<file path="src/rtl/tick_bank_pkg.sv">
package tick_bank_pkg;

  // Register slot inside one channel window (offset bits 3:2)
  typedef enum logic [1:0] {
    REG_RELOAD = 2'd0,
    REG_COUNT  = 2'd1,
    REG_CTL    = 2'd2,
    REG_EVENT  = 2'd3
  } ch_reg_e;

  // Control field; run sits in bit 0, link in bit 2
  typedef struct packed {
    logic link;
    logic irq_en;
    logic run;
  } ctl_t;

  localparam int unsigned CH_BASE   = 32'h100;
  localparam int unsigned CH_STRIDE = 16;
  localparam int unsigned HALT_BIT  = 1;

endpackage

</file>
<file path="src/rtl/tick_bank_decode.sv">
module tick_bank_decode
  import tick_bank_pkg::*;
#(
  parameter int unsigned ADDR_W = 12,
  parameter int unsigned NUM_CH = 4,
  localparam int unsigned IDX_W = (NUM_CH > 1) ? $clog2(NUM_CH) : 1
) (
  input  logic [ADDR_W-1:0] addr_i,
  output logic              hit_mod_o,
  output logic              hit_ch_o,
  output logic [IDX_W-1:0]  ch_idx_o,
  output ch_reg_e           reg_o
);

  localparam int unsigned SPAN = NUM_CH * CH_STRIDE;

  logic [ADDR_W-1:0] off;

  always_comb begin
    off       = addr_i - ADDR_W'(CH_BASE);
    hit_mod_o = (addr_i == '0);
    hit_ch_o  = (addr_i >= ADDR_W'(CH_BASE)) && (off < ADDR_W'(SPAN)) &&
                (off[1:0] == 2'b00);
    ch_idx_o  = off[4 +: IDX_W];
    reg_o     = ch_reg_e'(off[3:2]);
  end

endmodule

</file>
<file path="src/rtl/tick_bank_channel.sv">
module tick_bank_channel
  import tick_bank_pkg::*;
#(
  parameter int unsigned CNT_W    = 32,
  parameter bit          HAS_PREV = 1'b0
) (
  input  logic             clk_i,
  input  logic             rst_ni,
  input  logic             halt_i,
  input  logic             prev_wrap_i,
  input  logic             wr_reload_i,
  input  logic             wr_ctl_i,
  input  logic             wr_event_i,
  input  logic [CNT_W-1:0] wdata_i,
  output logic [CNT_W-1:0] reload_o,
  output logic [CNT_W-1:0] count_o,
  output ctl_t             ctl_o,
  output logic             event_o,
  output logic             wrap_o
);

  logic [CNT_W-1:0] reload_q, cnt_q;
  ctl_t             ctl_q;
  logic             event_q;
  logic             gate_ok;
  logic             step;
  logic             restart;

  generate
    if (HAS_PREV) begin : g_linkable
      assign gate_ok = ctl_q.link ? prev_wrap_i : 1'b1;
    end else begin : g_first
      assign gate_ok = 1'b1;
    end
  endgenerate

  assign step    = ctl_q.run && !halt_i && gate_ok;
  assign wrap_o  = step && (cnt_q == '0);
  assign restart = wr_ctl_i && wdata_i[0] && !ctl_q.run;

  always_ff @(posedge clk_i or negedge rst_ni) begin
    if (!rst_ni) begin
      reload_q <= '0;
      cnt_q    <= '0;
      ctl_q    <= '0;
      event_q  <= 1'b0;
    end else begin
      if (wr_reload_i) reload_q <= wdata_i;
      if (wr_ctl_i)    ctl_q    <= ctl_t'(wdata_i[2:0]);
      if (restart || wrap_o) cnt_q <= reload_q;
      else if (step)         cnt_q <= cnt_q - 1'b1;
      if (wrap_o)                       event_q <= 1'b1;
      else if (wr_event_i && wdata_i[0]) event_q <= 1'b0;
    end
  end

  assign reload_o = reload_q;
  assign count_o  = cnt_q;
  assign ctl_o    = ctl_q;
  assign event_o  = event_q;

  assert_halt_freeze_R7: assert property (@(posedge clk_i) disable iff (!rst_ni)
    (halt_i && !wr_ctl_i) |=> $stable(cnt_q));

  assert_wrap_reload_R2: assert property (@(posedge clk_i) disable iff (!rst_ni)
    (ctl_q.run && !halt_i && gate_ok && cnt_q == '0) |=> (cnt_q == $past(reload_q)));

  assert_wrap_sets_event_R3: assert property (@(posedge clk_i) disable iff (!rst_ni)
    wrap_o |=> event_q);

  generate
    if (HAS_PREV) begin : g_link_chk
      assert_link_gate_R8: assert property (@(posedge clk_i) disable iff (!rst_ni)
        (ctl_q.link && !prev_wrap_i && !wr_ctl_i) |=> $stable(cnt_q));
    end
  endgenerate

endmodule

</file>
<file path="src/rtl/tick_bank.sv">
module tick_bank
  import tick_bank_pkg::*;
#(
  parameter int unsigned NUM_CH = 4,
  parameter int unsigned CNT_W  = 32,
  parameter int unsigned ADDR_W = 12,
  parameter int unsigned DATA_W = 32,
  localparam int unsigned IDX_W = (NUM_CH > 1) ? $clog2(NUM_CH) : 1
) (
  input  logic              clk_i,
  input  logic              rst_ni,
  input  logic              bus_sel_i,
  input  logic              bus_wr_i,
  input  logic [ADDR_W-1:0] bus_addr_i,
  input  logic [DATA_W-1:0] bus_wdata_i,
  output logic [DATA_W-1:0] bus_rdata_o,
  output logic              irq_o
);

  logic             hit_mod, hit_ch;
  logic [IDX_W-1:0] ch_idx;
  ch_reg_e          reg_sel;
  logic             halt_q;
  logic             wr_go, rd_go;
  logic [DATA_W-1:0] rd_next, rdata_q;

  logic [CNT_W-1:0] reload_v [NUM_CH];
  logic [CNT_W-1:0] count_v  [NUM_CH];
  ctl_t             ctl_v    [NUM_CH];
  logic [NUM_CH-1:0] event_v, wrap_v, ien_v;

  tick_bank_decode #(.ADDR_W(ADDR_W), .NUM_CH(NUM_CH)) u_dec (
    .addr_i    (bus_addr_i),
    .hit_mod_o (hit_mod),
    .hit_ch_o  (hit_ch),
    .ch_idx_o  (ch_idx),
    .reg_o     (reg_sel)
  );

  assign wr_go = bus_sel_i && bus_wr_i;
  assign rd_go = bus_sel_i && !bus_wr_i;

  generate
    for (genvar c = 0; c < NUM_CH; c++) begin : g_ch
      logic sel_here;
      logic prev_wrap;
      assign sel_here = wr_go && hit_ch && (ch_idx == IDX_W'(c));
      if (c == 0) begin : g_head
        assign prev_wrap = 1'b0;
      end else begin : g_tail
        assign prev_wrap = wrap_v[c-1];
      end

      tick_bank_channel #(.CNT_W(CNT_W), .HAS_PREV(c > 0)) u_ch (
        .clk_i       (clk_i),
        .rst_ni      (rst_ni),
        .halt_i      (halt_q),
        .prev_wrap_i (prev_wrap),
        .wr_reload_i (sel_here && reg_sel == REG_RELOAD),
        .wr_ctl_i    (sel_here && reg_sel == REG_CTL),
        .wr_event_i  (sel_here && reg_sel == REG_EVENT),
        .wdata_i     (bus_wdata_i[CNT_W-1:0]),
        .reload_o    (reload_v[c]),
        .count_o     (count_v[c]),
        .ctl_o       (ctl_v[c]),
        .event_o     (event_v[c]),
        .wrap_o      (wrap_v[c])
      );
      assign ien_v[c] = ctl_v[c].irq_en;
    end
  endgenerate

  always_comb begin
    rd_next = '0;
    if (hit_mod) begin
      rd_next[HALT_BIT] = halt_q;
    end else if (hit_ch) begin
      unique case (reg_sel)
        REG_RELOAD: rd_next = DATA_W'(reload_v[ch_idx]);
        REG_COUNT:  rd_next = DATA_W'(count_v[ch_idx]);
        REG_CTL:    rd_next = DATA_W'(ctl_v[ch_idx]);
        REG_EVENT:  rd_next = DATA_W'(event_v[ch_idx]);
        default:    rd_next = '0;
      endcase
    end
  end

  always_ff @(posedge clk_i or negedge rst_ni) begin
    if (!rst_ni) begin
      halt_q  <= 1'b0;
      rdata_q <= '0;
    end else begin
      if (wr_go && hit_mod) halt_q  <= bus_wdata_i[HALT_BIT];
      if (rd_go)            rdata_q <= rd_next;
    end
  end

  assign bus_rdata_o = rdata_q;
  assign irq_o       = |(event_v & ien_v);

  assert_irq_source_R4: assert property (@(posedge clk_i) disable iff (!rst_ni)
    irq_o |-> (|event_v));

  assert_unmapped_zero_R9: assert property (@(posedge clk_i) disable iff (!rst_ni)
    (rd_go && !hit_mod && !hit_ch) |=> (bus_rdata_o == '0));

endmodule

</file>
<file path="config.mk">
export PLATFORM = sky130hd
export DESIGN_NAME = tick_bank
export DESIGN_NICKNAME = d
export VERILOG_FILES = /design/src/rtl/tick_bank_pkg.sv /design/src/rtl/tick_bank_decode.sv /design/src/rtl/tick_bank_channel.sv /design/src/rtl/tick_bank.sv
export SDC_FILE = /design/constraint.sdc
export NUM_CORES = 1
export LEC_CHECK = 0
export ABC_CLOCK_PERIOD_IN_PS = 4200
export BUFFER_PORTS_ARGS = -buffer_cell sky130_fd_sc_hd__buf_2
export CAP_MARGIN = 10
export CORE_MARGIN = 2
export CORE_UTILIZATION = 37
export CTS_CLUSTER_DIAMETER = 150
export CTS_CLUSTER_SIZE = 40
export DETAILED_ROUTE_END_ITERATION = 8
export GPL_ROUTABILITY_DRIVEN = 0
export PLACE_DENSITY = 0.52
export SYNTH_ARGS = -nofsm -noshare
export SYNTH_HDL_FRONTEND = slang
export SYNTH_SLANG_ARGS = --single-unit
export TNS_END_PERCENT = 5
</file>
<file path="constraint.sdc">
create_clock -name clk_i -period 4.2 [get_ports clk_i]
set_input_delay 0.42 -clock clk_i [delete_from_list [all_inputs] [get_ports clk_i]]
set_output_delay 0.42 -clock clk_i [all_outputs]
set_load 0.01 [all_outputs]
</file>
==> results of run 1 <==
==> worst max-delay path: cells and delay by family, from the launching register on <==
kind                   cells  cell delay, ns
AOI/OAI and AO/OA          4            0.97
buffers and inverters      2            0.41
DFF                        1            0.47
and+or+nand+nor            3            1.70
==> where the power goes <==
part	internal (W)	total [W]	switching, W	leakage, nW
logic	0.000468	0.00108	0.000614	3.93
clock network	0.000492	0.00147	0.000979	0.146
registers	0.00313	0.00344	0.000309	3.95
==> cells in the final DEF, fill, tap and decap left out, types with 17 or more instances in the layout <==
master,count
nor4_1,63
nand2_1,148
mux2i_1,34
nor2_1,102
dfrtp_1,305
buf_4,71
or3_1,21
a31oi_1,27
nand3_1,65
o21ai_0,118
buf_2,77
mux4_2,68
nand4_1,19
or4_1,23
nand2b_1,18
mux2_2,137
nor3_1,59
inv_1,17
a21oi_1,78
==> kinds of logic (layout without fill, tap and decap cells) <==
family,after synthesis,count (layout)
AND/OR/NAND/NOR,590,590
buffers and inverters,124,188
adder cells (fa/ha/maj),6,6
multiplexers,240,240
AO/OA/AOI/OAI,361,361
XOR/XNOR,7,7
flip-flops,305,305
==> layout make-up <==
type	count	area [um^2]	area share, %
Multi-Input combinational cell	1204	9000	47.8
Sequential cell	305	7630	40.5
Timing Repair Buffer	158	1100	5.86
Tap cell	600	751	3.98
Clock buffer	11	275	1.46
Inverter	17	63.8	0.339
Clock inverter	2	20.0	0.106
==> worst min-delay path by stage <==
stage                           endpoint       startpoint  slack (ns)  depth (start not counted)
2_1_floorplan             bus_rdata_o[0]           rst_ni        0.12                          0
3_3_place_gp             bus_rdata_o[29]  bus_rdata_o[29]        0.46                          2
3_5_place_dp             bus_rdata_o[18]  bus_rdata_o[18]        0.47                          2
4_1_cts         g_ch[2].u_ch.reload_o[7]   bus_wdata_i[7]        0.14                          2
5_1_grt        g_ch[3].u_ch.reload_o[21]  bus_wdata_i[21]        0.14                          2
6_report       g_ch[2].u_ch.reload_o[28]  bus_wdata_i[28]        0.15                          2
==> sequential cells by signal, summed over array words and instances, names as in the netlist <==
name and count:
bus_rdata_o 32, g_ch.u_ch.count_o 128, g_ch.u_ch.ctl_o 12, g_ch.u_ch.event_o 4, g_ch.u_ch.reload_o 128, halt_q 1
==> per-stage QoR <==
step           setup slack (ns)  instance area, um^2  hold slack (ns)
2_1_floorplan              1.01                17100            0.124
3_3_place_gp              0.707                18500            0.462
3_5_place_dp              0.643                18500            0.466
4_1_cts                   0.604                18800            0.139
5_1_grt                   0.412                18800            0.145
6_report                  0.549                18800            0.154
==> metal layers <==
layer / GRT usage (%) / vias up
li1: - / 6351
met1: 36.2 / 7308
met2: 40.4 / 605
met3: 3.44 / 87
met4: 7.55 / 0
met5: 0 / -
==> what timing repair did <==
| action | CTS | global route |
|---|---|---|
| hold endpoints to repair | 8 | 0 |
| hold buffers | 1 | 0 |
| endpoints found under the setup margin | 0 | 0 |
==> impl_table.tex, run 1 <==
\begin{tabular}{lr}
\hline
Metric & Value \\
\hline
\multicolumn{2}{l}{\textbf{Logic synthesis}} \\
Average cell area after synthesis & 10.5 um\^{}2 \\
Share of synthesized area spent on multiplexers & 20.2\% \\
Main combinational cell family by area after synthesis & multiplexers \\
Most common library cells after synthesis & dfrtp\_1 (305), nand2\_1 (148), mux2\_2 (137) \\
Cells after Synth & 1633 \\
Count of flip-flops with a built-in enable after synthesis & 0 \\
Sequential share of the synthesized area & 44.7\% \\
Ys async rst share & 100\% \\
Fraction of the mapped netlist area in adder cells & 0.440\% \\
Synth area leaders & dfrtp\_1 (45\%), mux2\_2 (9.0\%), mux4\_2 (9.0\%) \\
Compound-Gate Fraction of Synth Area & 13.7\% \\
Most common cell in the netlist & dfrtp\_1 \\
Combined area of all synthesized cells & 17100 um\^{}2 \\
Total number of yosys warnings & 0 \\
Ys flop type & dfrtp\_1 \\
Cell type with the largest total area after synthesis & dfrtp\_1 \\
Synthesized-area fraction occupied by and/or/nand/nor cells & 17.7\% \\
Synthesized Nets & 1687 \\
Xor and xnor area share after synthesis & 0.359\% \\
Yosys top cell area share & 44.7\% \\
Yosys reg bits & 305 \\
Yosys cell types & 80 \\
\multicolumn{2}{l}{\textbf{Detailed routing}} \\
Iter 0 DRT Violations & 1377 \\
Routed len/inst & 26.3 um \\
Via Count & 14400 \\
Top routing layer in use & met4 \\
First-pass detailed-route iteration total & 8 \\
Routed met3 length & 4.27 mm \\
Number of routed nets with antenna violations & 0 \\
Total wire length after detailed routing & 60.3 mm \\
Via/cell ratio & 6.25 \\
Drc violations & 0 \\
Routed metal-1 wire length & 26.3 mm \\
Met2 Routed Length & 27.9 mm \\
\multicolumn{2}{l}{\textbf{Clock tree}} \\
TritonCTS buffer count & 11 \\
Clock tree from TritonCTS & built \\
Post-CTS setup-driven buffer insertion count & 0 \\
Clock input transition at the sequential cells of the worst setup and hold paths & 0.16 ns \\
Clock Latency Late Sink & 0.53 ns \\
Total clock sinks & 305 \\
Number of buffers on the longest clock path & 3 \\
H-tree level count & 1 \\
CTS Root Buffer Type & clkbuf\_16 \\
Cts repair resizes & 0 \\
\multicolumn{2}{l}{\textbf{Floorplan}} \\
Count of standard-cell rows & 78 \\
Starting utilization of the core area & 37.5\% \\
Vertical die dimension & 219 um \\
Num ports & 81 \\
Die Area & 47900 um\^{}2 \\
Die width & 219 um \\
Placeable core region & 45500 um\^{}2 \\
\multicolumn{2}{l}{\textbf{Timing}} \\
Slew margin rel. & 23.9\% \\
Number of pins exceeding their max-slew limit in the final report & 0 \\
Setup repair after global routing missed its margin & no \\
Number of failing hold endpoints at the final stage & 0 \\
Final worst-path cycle share & 86.9\% \\
Count of final setup violators & 0 \\
Worst Tran Pin Value & 1.14 ns \\
Setup total negative slack & 0 ns \\
Minimum period implied by the final worst setup slack & 3.65 ns \\
Final setup skew & 0.0320 ns \\
Peak clock frequency supported by timing & 274 MHz \\
\multicolumn{2}{l}{\textbf{Setup path}} \\
End point of the critical path & g\_ch[3].u\_ch.count\_o[17] \\
CP most frequent cell & or4\_4 \\
Critical-path top delay cell & or4\_4 \\
Type of the worst setup path & reg2reg \\
Cell Chain, Critical Path & or4\_4 > or4\_4 > or4\_4 > o31ai\_4 > buf\_4 > a21o\_1 > buf\_12 > o21ai\_0 > a22oi\_1 \\
Critical path fanouts, max & 20 \\
Critical path arrival & 4.11 ns \\
Worst setup path start & g\_ch[1].u\_ch.count\_o[24] \\
Depth of the worst register-to-register path & 9 \\
Crit Reg-Reg Startpoint & g\_ch[1].u\_ch.count\_o[24] \\
Largest incremental delay on the critical path & 0.64 ns \\
Endpoint of the most critical register-to-register path & g\_ch[3].u\_ch.count\_o[17] \\
Required @ worst endpoint & 4.66 ns \\
Type of element launching the critical path & flop \\
Kind of capture point of the worst setup path & flop \\
Setup slack, reg-to-reg & 0.55 ns \\
\multicolumn{2}{l}{\textbf{Placement}} \\
Port-buffer cells & 80 \\
Dpl cells & 2283 \\
Post-DP HPWL & 43.9 mm \\
\multicolumn{2}{l}{\textbf{Flow run}} \\
Maximum Capacitance Violations & 0 \\
\multicolumn{2}{l}{\textbf{Global route}} \\
Total global-route track usage & 25.4\% \\
Pin count of the biggest net entering global routing & 108 \\
Vias in the first global route & 14100 \\
Aggregate global routing overflow & 0 \\
Number of antenna violations at the first check in global routing & 1 \\
First-pass GRT wire length & 91.5 mm \\
\multicolumn{2}{l}{\textbf{Worst hold path}} \\
Min-delay worst type & in2reg \\
\multicolumn{2}{l}{\textbf{Power}} \\
Worst voltage drop across the vdd grid & 0.289 mV \\
Leakage Power & 8.02 nW \\
Pwr/cell area & 318 nW/um\^{}2 \\
Overall power & 0.00599 W \\
\multicolumn{2}{l}{\textbf{Layout}} \\
Area growth syn-to-layout & 10.4\% \\
Number of fillers in the final layout & 4449 \\
Final core area utilization & 41.4\% \\
Fin nets & 1751 \\
Ratio of cells with drive above 1 in the final layout & 24.2\% \\
Number of antenna cells inserted & 0 \\
Post-Layout Cell Count & 2297 \\
\multicolumn{2}{l}{\textbf{Outcome}} \\
Run status & finished, final reports clean \\
\hline
\end{tabular}
Note: power is estimated with default switching activity, not from simulation.
==> run 2, diff against run 1 <==
- ABC_AREA: default -> 1
==> run 2 against run 1 <==
Against the previous run: die area up 2.1%; synthesized cell count up 38%; area after synthesis grew 2.2%; first-iteration DRC count rose by 33%; clock skew grew 0.0036 ns; sequential share of layout area grew 0.45 points; combinational power increased by 72%; critical path depth grew 3; final cell count up 25%; global-route usage up 0.89 points; critical endpoint is now g_ch[3].u_ch.count_o[31]; largest power group unchanged.
==> impl_table.tex, run 2 <==
\begin{tabular}{lr}
\hline
Metric & Value \\
\hline
\multicolumn{2}{l}{\textbf{Outcome}} \\
Run status & finished, final reports clean \\
\multicolumn{2}{l}{\textbf{Floorplan}} \\
Die width & 221 um (+1.1\%) \\
Die Area & 48900 um\^{}2 (+2.1\%) \\
Count of standard-cell rows & 79 (+1.3\%) \\
Vertical die dimension & 221 um (+1.1\%) \\
Starting utilization of the core area & 37.5\% (-0.067 points) \\
Placeable core region & 46600 um\^{}2 (+2.4\%) \\
Num ports & 81 (unchanged) \\
\multicolumn{2}{l}{\textbf{Global route}} \\
First-pass GRT wire length & 98.7 mm (+7.9\%) \\
GRT met1 Usage & 37.6\% (+1.4 points) \\
Number of antenna violations at the first check in global routing & 0 (-1) \\
Total global-route track usage & 26.3\% (+0.89 points) \\
Vias in the first global route & 15500 (+10\%) \\
Aggregate global routing overflow & 0 (unchanged) \\
GR peak layer & met2 \\
Met2 capacity usage during global routing & 41.0\% (+0.64 points) \\
Global routing usage on met3 & 2.40\% (-1.0 points) \\
Pin count of the biggest net entering global routing & 105 (-2.8\%) \\
\multicolumn{2}{l}{\textbf{Logic synthesis}} \\
Combined area of all synthesized cells & 17400 um\^{}2 (+2.2\%) \\
Synthesized-area fraction occupied by and/or/nand/nor cells & 22.4\% (+4.7 points) \\
Yosys top cell area share & 43.8\% (-0.96 points) \\
Fraction of the mapped netlist area in adder cells & 0.430\% (-0.0094 points) \\
Average cell area after synthesis & 7.75 um\^{}2 (-26\%) \\
Most common library cells after synthesis & nand2\_1 (421), dfrtp\_1 (305), o21ai\_0 (292) \\
Yosys cell types & 55 (-31\%) \\
Ys async rst share & 100\% (unchanged) \\
Most common cell in the netlist & nand2\_1 \\
Total number of yosys warnings & 0 (unchanged) \\
Xor and xnor area share after synthesis & 4.82\% (+4.5 points) \\
Synthesized Nets & 2304 (+37\%) \\
Share of synthesized area spent on multiplexers & 0.0574\% (-20 points) \\
Main combinational cell family by area after synthesis & simple AND/OR/NAND/NOR gates \\
Ys flop type & dfrtp\_1 \\
Count of flip-flops with a built-in enable after synthesis & 0 (unchanged) \\
Synth area leaders & dfrtp\_1 (44\%), nand2\_1 (9.1\%), o21ai\_0 (8.4\%) \\
Cells after Synth & 2250 (+38\%) \\
Compound-Gate Fraction of Synth Area & 19.6\% (+5.9 points) \\
Yosys reg bits & 305 (unchanged) \\
Sequential share of the synthesized area & 43.8\% (-0.96 points) \\
Cell type with the largest total area after synthesis & dfrtp\_1 \\
\multicolumn{2}{l}{\textbf{Placement}} \\
Dpl cells & 2852 (+25\%) \\
Worst-case setup slack after placement & 0.956 ns (+0.313 ns) \\
Post-DP HPWL & 48.5 mm (+10\%) \\
Port-buffer cells & 80 (unchanged) \\
\multicolumn{2}{l}{\textbf{Timing}} \\
Final setup skew & 0.0355 ns (+0.00356 ns) \\
Setup total negative slack & 0 ns (unchanged) \\
Number of failing hold endpoints at the final stage & 0 (unchanged) \\
Count of final setup violators & 0 (unchanged) \\
Worst Tran Pin Value & 1.02 ns (-0.113 ns) \\
Peak clock frequency supported by timing & 314 MHz (+15\%) \\
Minimum period implied by the final worst setup slack & 3.19 ns (-0.464 ns) \\
Final worst-path cycle share & 75.9\% (-11 points) \\
Slew margin rel. & 31.5\% (+7.6 points) \\
Worst Setup Slack, final & 1.01 ns (+0.464 ns) \\
Setup repair after global routing missed its margin & no \\
Number of pins exceeding their max-slew limit in the final report & 0 (unchanged) \\
\multicolumn{2}{l}{\textbf{Setup path}} \\
Setup slack, reg-to-reg & 1.01 ns (+0.46 ns) \\
Required @ worst endpoint & 4.68 ns (+0.02 ns) \\
Type of element launching the critical path & flop \\
Critical path arrival & 3.67 ns (-0.44 ns) \\
Kind of capture point of the worst setup path & flop \\
Critical path fanouts, max & 33 (+65\%) \\
Type of the worst setup path & reg2reg \\
\multicolumn{2}{l}{\textbf{Detailed routing}} \\
Total wire length after detailed routing & 65.7 mm (+8.9\%) \\
Number of routed nets with antenna violations & 0 (unchanged) \\
Via Count & 16300 (+14\%) \\
Routed len/inst & 22.9 um (-13\%) \\
Via/cell ratio & 5.69 (-8.9\%) \\
Drc violations & 0 (unchanged) \\
First-pass detailed-route iteration total & 7 (-1) \\
Iter 0 DRT Violations & 1830 (+33\%) \\
\multicolumn{2}{l}{\textbf{Layout}} \\
Post-Layout Cell Count & 2867 (+25\%) \\
Fin nets & 2313 (+32\%) \\
Area growth syn-to-layout & 6.89\% \\
Commonest non-fill, non-tap cell in the layout & nand2\_1 \\
Commonest non-fill, non-tap cells in the layout & nand2\_1 (416), dfrtp\_1 (305), o21ai\_0 (292) \\
Ratio of cells with drive above 1 in the final layout & 7.79\% (-16 points) \\
Number of antenna cells inserted & 0 (unchanged) \\
\multicolumn{2}{l}{\textbf{Clock tree}} \\
Clock input transition at the sequential cells of the worst setup and hold paths & 0.16 ns (about the same) \\
Number of buffers on the longest clock path & 3 (unchanged) \\
Total clock sinks & 305 (unchanged) \\
H-tree level count & 1 (unchanged) \\
Clock Latency Late Sink & 0.54 ns (about the same) \\
Clock tree from TritonCTS & built \\
CTS Root Buffer Type & clkbuf\_16 \\
Cts repair resizes & 0 (unchanged) \\
TritonCTS buffer count & 11 (unchanged) \\
\multicolumn{2}{l}{\textbf{Power}} \\
Worst voltage drop across the vdd grid & 0.256 mV (-12\%) \\
Leakage Power & 8.54 nW (+6.5\%) \\
Pwr/cell area & 362 nW/um\^{}2 (+14\%) \\
\multicolumn{2}{l}{\textbf{Flow run}} \\
Maximum Capacitance Violations & 0 (unchanged) \\
\multicolumn{2}{l}{\textbf{Worst hold path}} \\
Min-delay worst type & in2reg \\
\hline
\end{tabular}
## run 2: path summary, 6_finish.rpt
kind / startpoint / end / cells past startpoint
max in group asynchronous: rst_ni / g_ch[3].u_ch.reload_o[31] / 3
min in group asynchronous: rst_ni / g_ch[1].u_ch.count_o[21] / 2
worst max register to register: g_ch[2].u_ch.count_o[28] / g_ch[3].u_ch.count_o[31] / 12
worst max-delay path: g_ch[2].u_ch.count_o[28] / g_ch[3].u_ch.count_o[31] / 12
worst min-delay path: bus_wdata_i[2] / g_ch[1].u_ch.ctl_o[2] / 3
worst min register to register: bus_rdata_o[16] / bus_rdata_o[16] / 2
## run 2: cells by family after synthesis
family | after synthesis
simple gates | 890
buf+inv | 383
xor+xnor | 96
compound gates | 569
flops | 305
mux | 1
fa+ha+maj | 6
## run 2: metrics by stage
stage	area [um^2]	util [%]	hold WS (ns)	total power (W)
after floorplan	17400	-	0.124	0.00463
after global placement	18300	39.4	0.456	0.00525
after detailed placement	18300	39.4	0.447	0.00526
after CTS	18600	40.0	0.112	0.00675
after global routing	18600	40.0	0.145	0.00710
final	18600	40.0	0.123	0.00675
## run 2: routing by layer
layer	wire [um]	vias to the layer above
li1	-	7592
met1	29600	7919
met2	29200	682
met3	3760	121
met4	3080	0
met5	0	-
## run 2: repair_timing
action	CTS	global route
hold endpoints to repair	72	0
buffers inserted	0	0
hold buffers	1	0
## run 2: area by class of cell
| type | count | area, um^2 |
|---|---|---|
| Timing Repair Buffer | 108 | 661 |
| Multi-Input combinational cell | 1562 | 8270 |
| Fill cell | 4875 | 27900 |
| Inverter | 271 | 1020 |
| Clock inverter | 2 | 17.5 |
| Tap cell | 607 | 759 |
| Sequential cell | 305 | 7630 |
| Clock buffer | 12 | 279 |
## run 2: power by group
| group | internal, W | switching (W) | total, W |
|---|---|---|---|
| combinational | 0.000628 | 0.00123 | 0.00186 |
| sequential | 0.00315 | 0.000238 | 0.00339 |
| clock | 0.000494 | 0.00100 | 0.00150 |
## run 2: critical path, cell delays in order (launching register included)
cell and delay (ns):
dfrtp_1 0.45, inv_1 0.12, nand2_1 0.09, nor3_1 0.43, nand2_1 0.16, nor4_1 0.40, nand3_2 0.16, nand2_2 0.14
nand2_2 0.05, buf_4 0.25, nand2_2 0.58, nand3_1 0.16, nand2_1 0.10
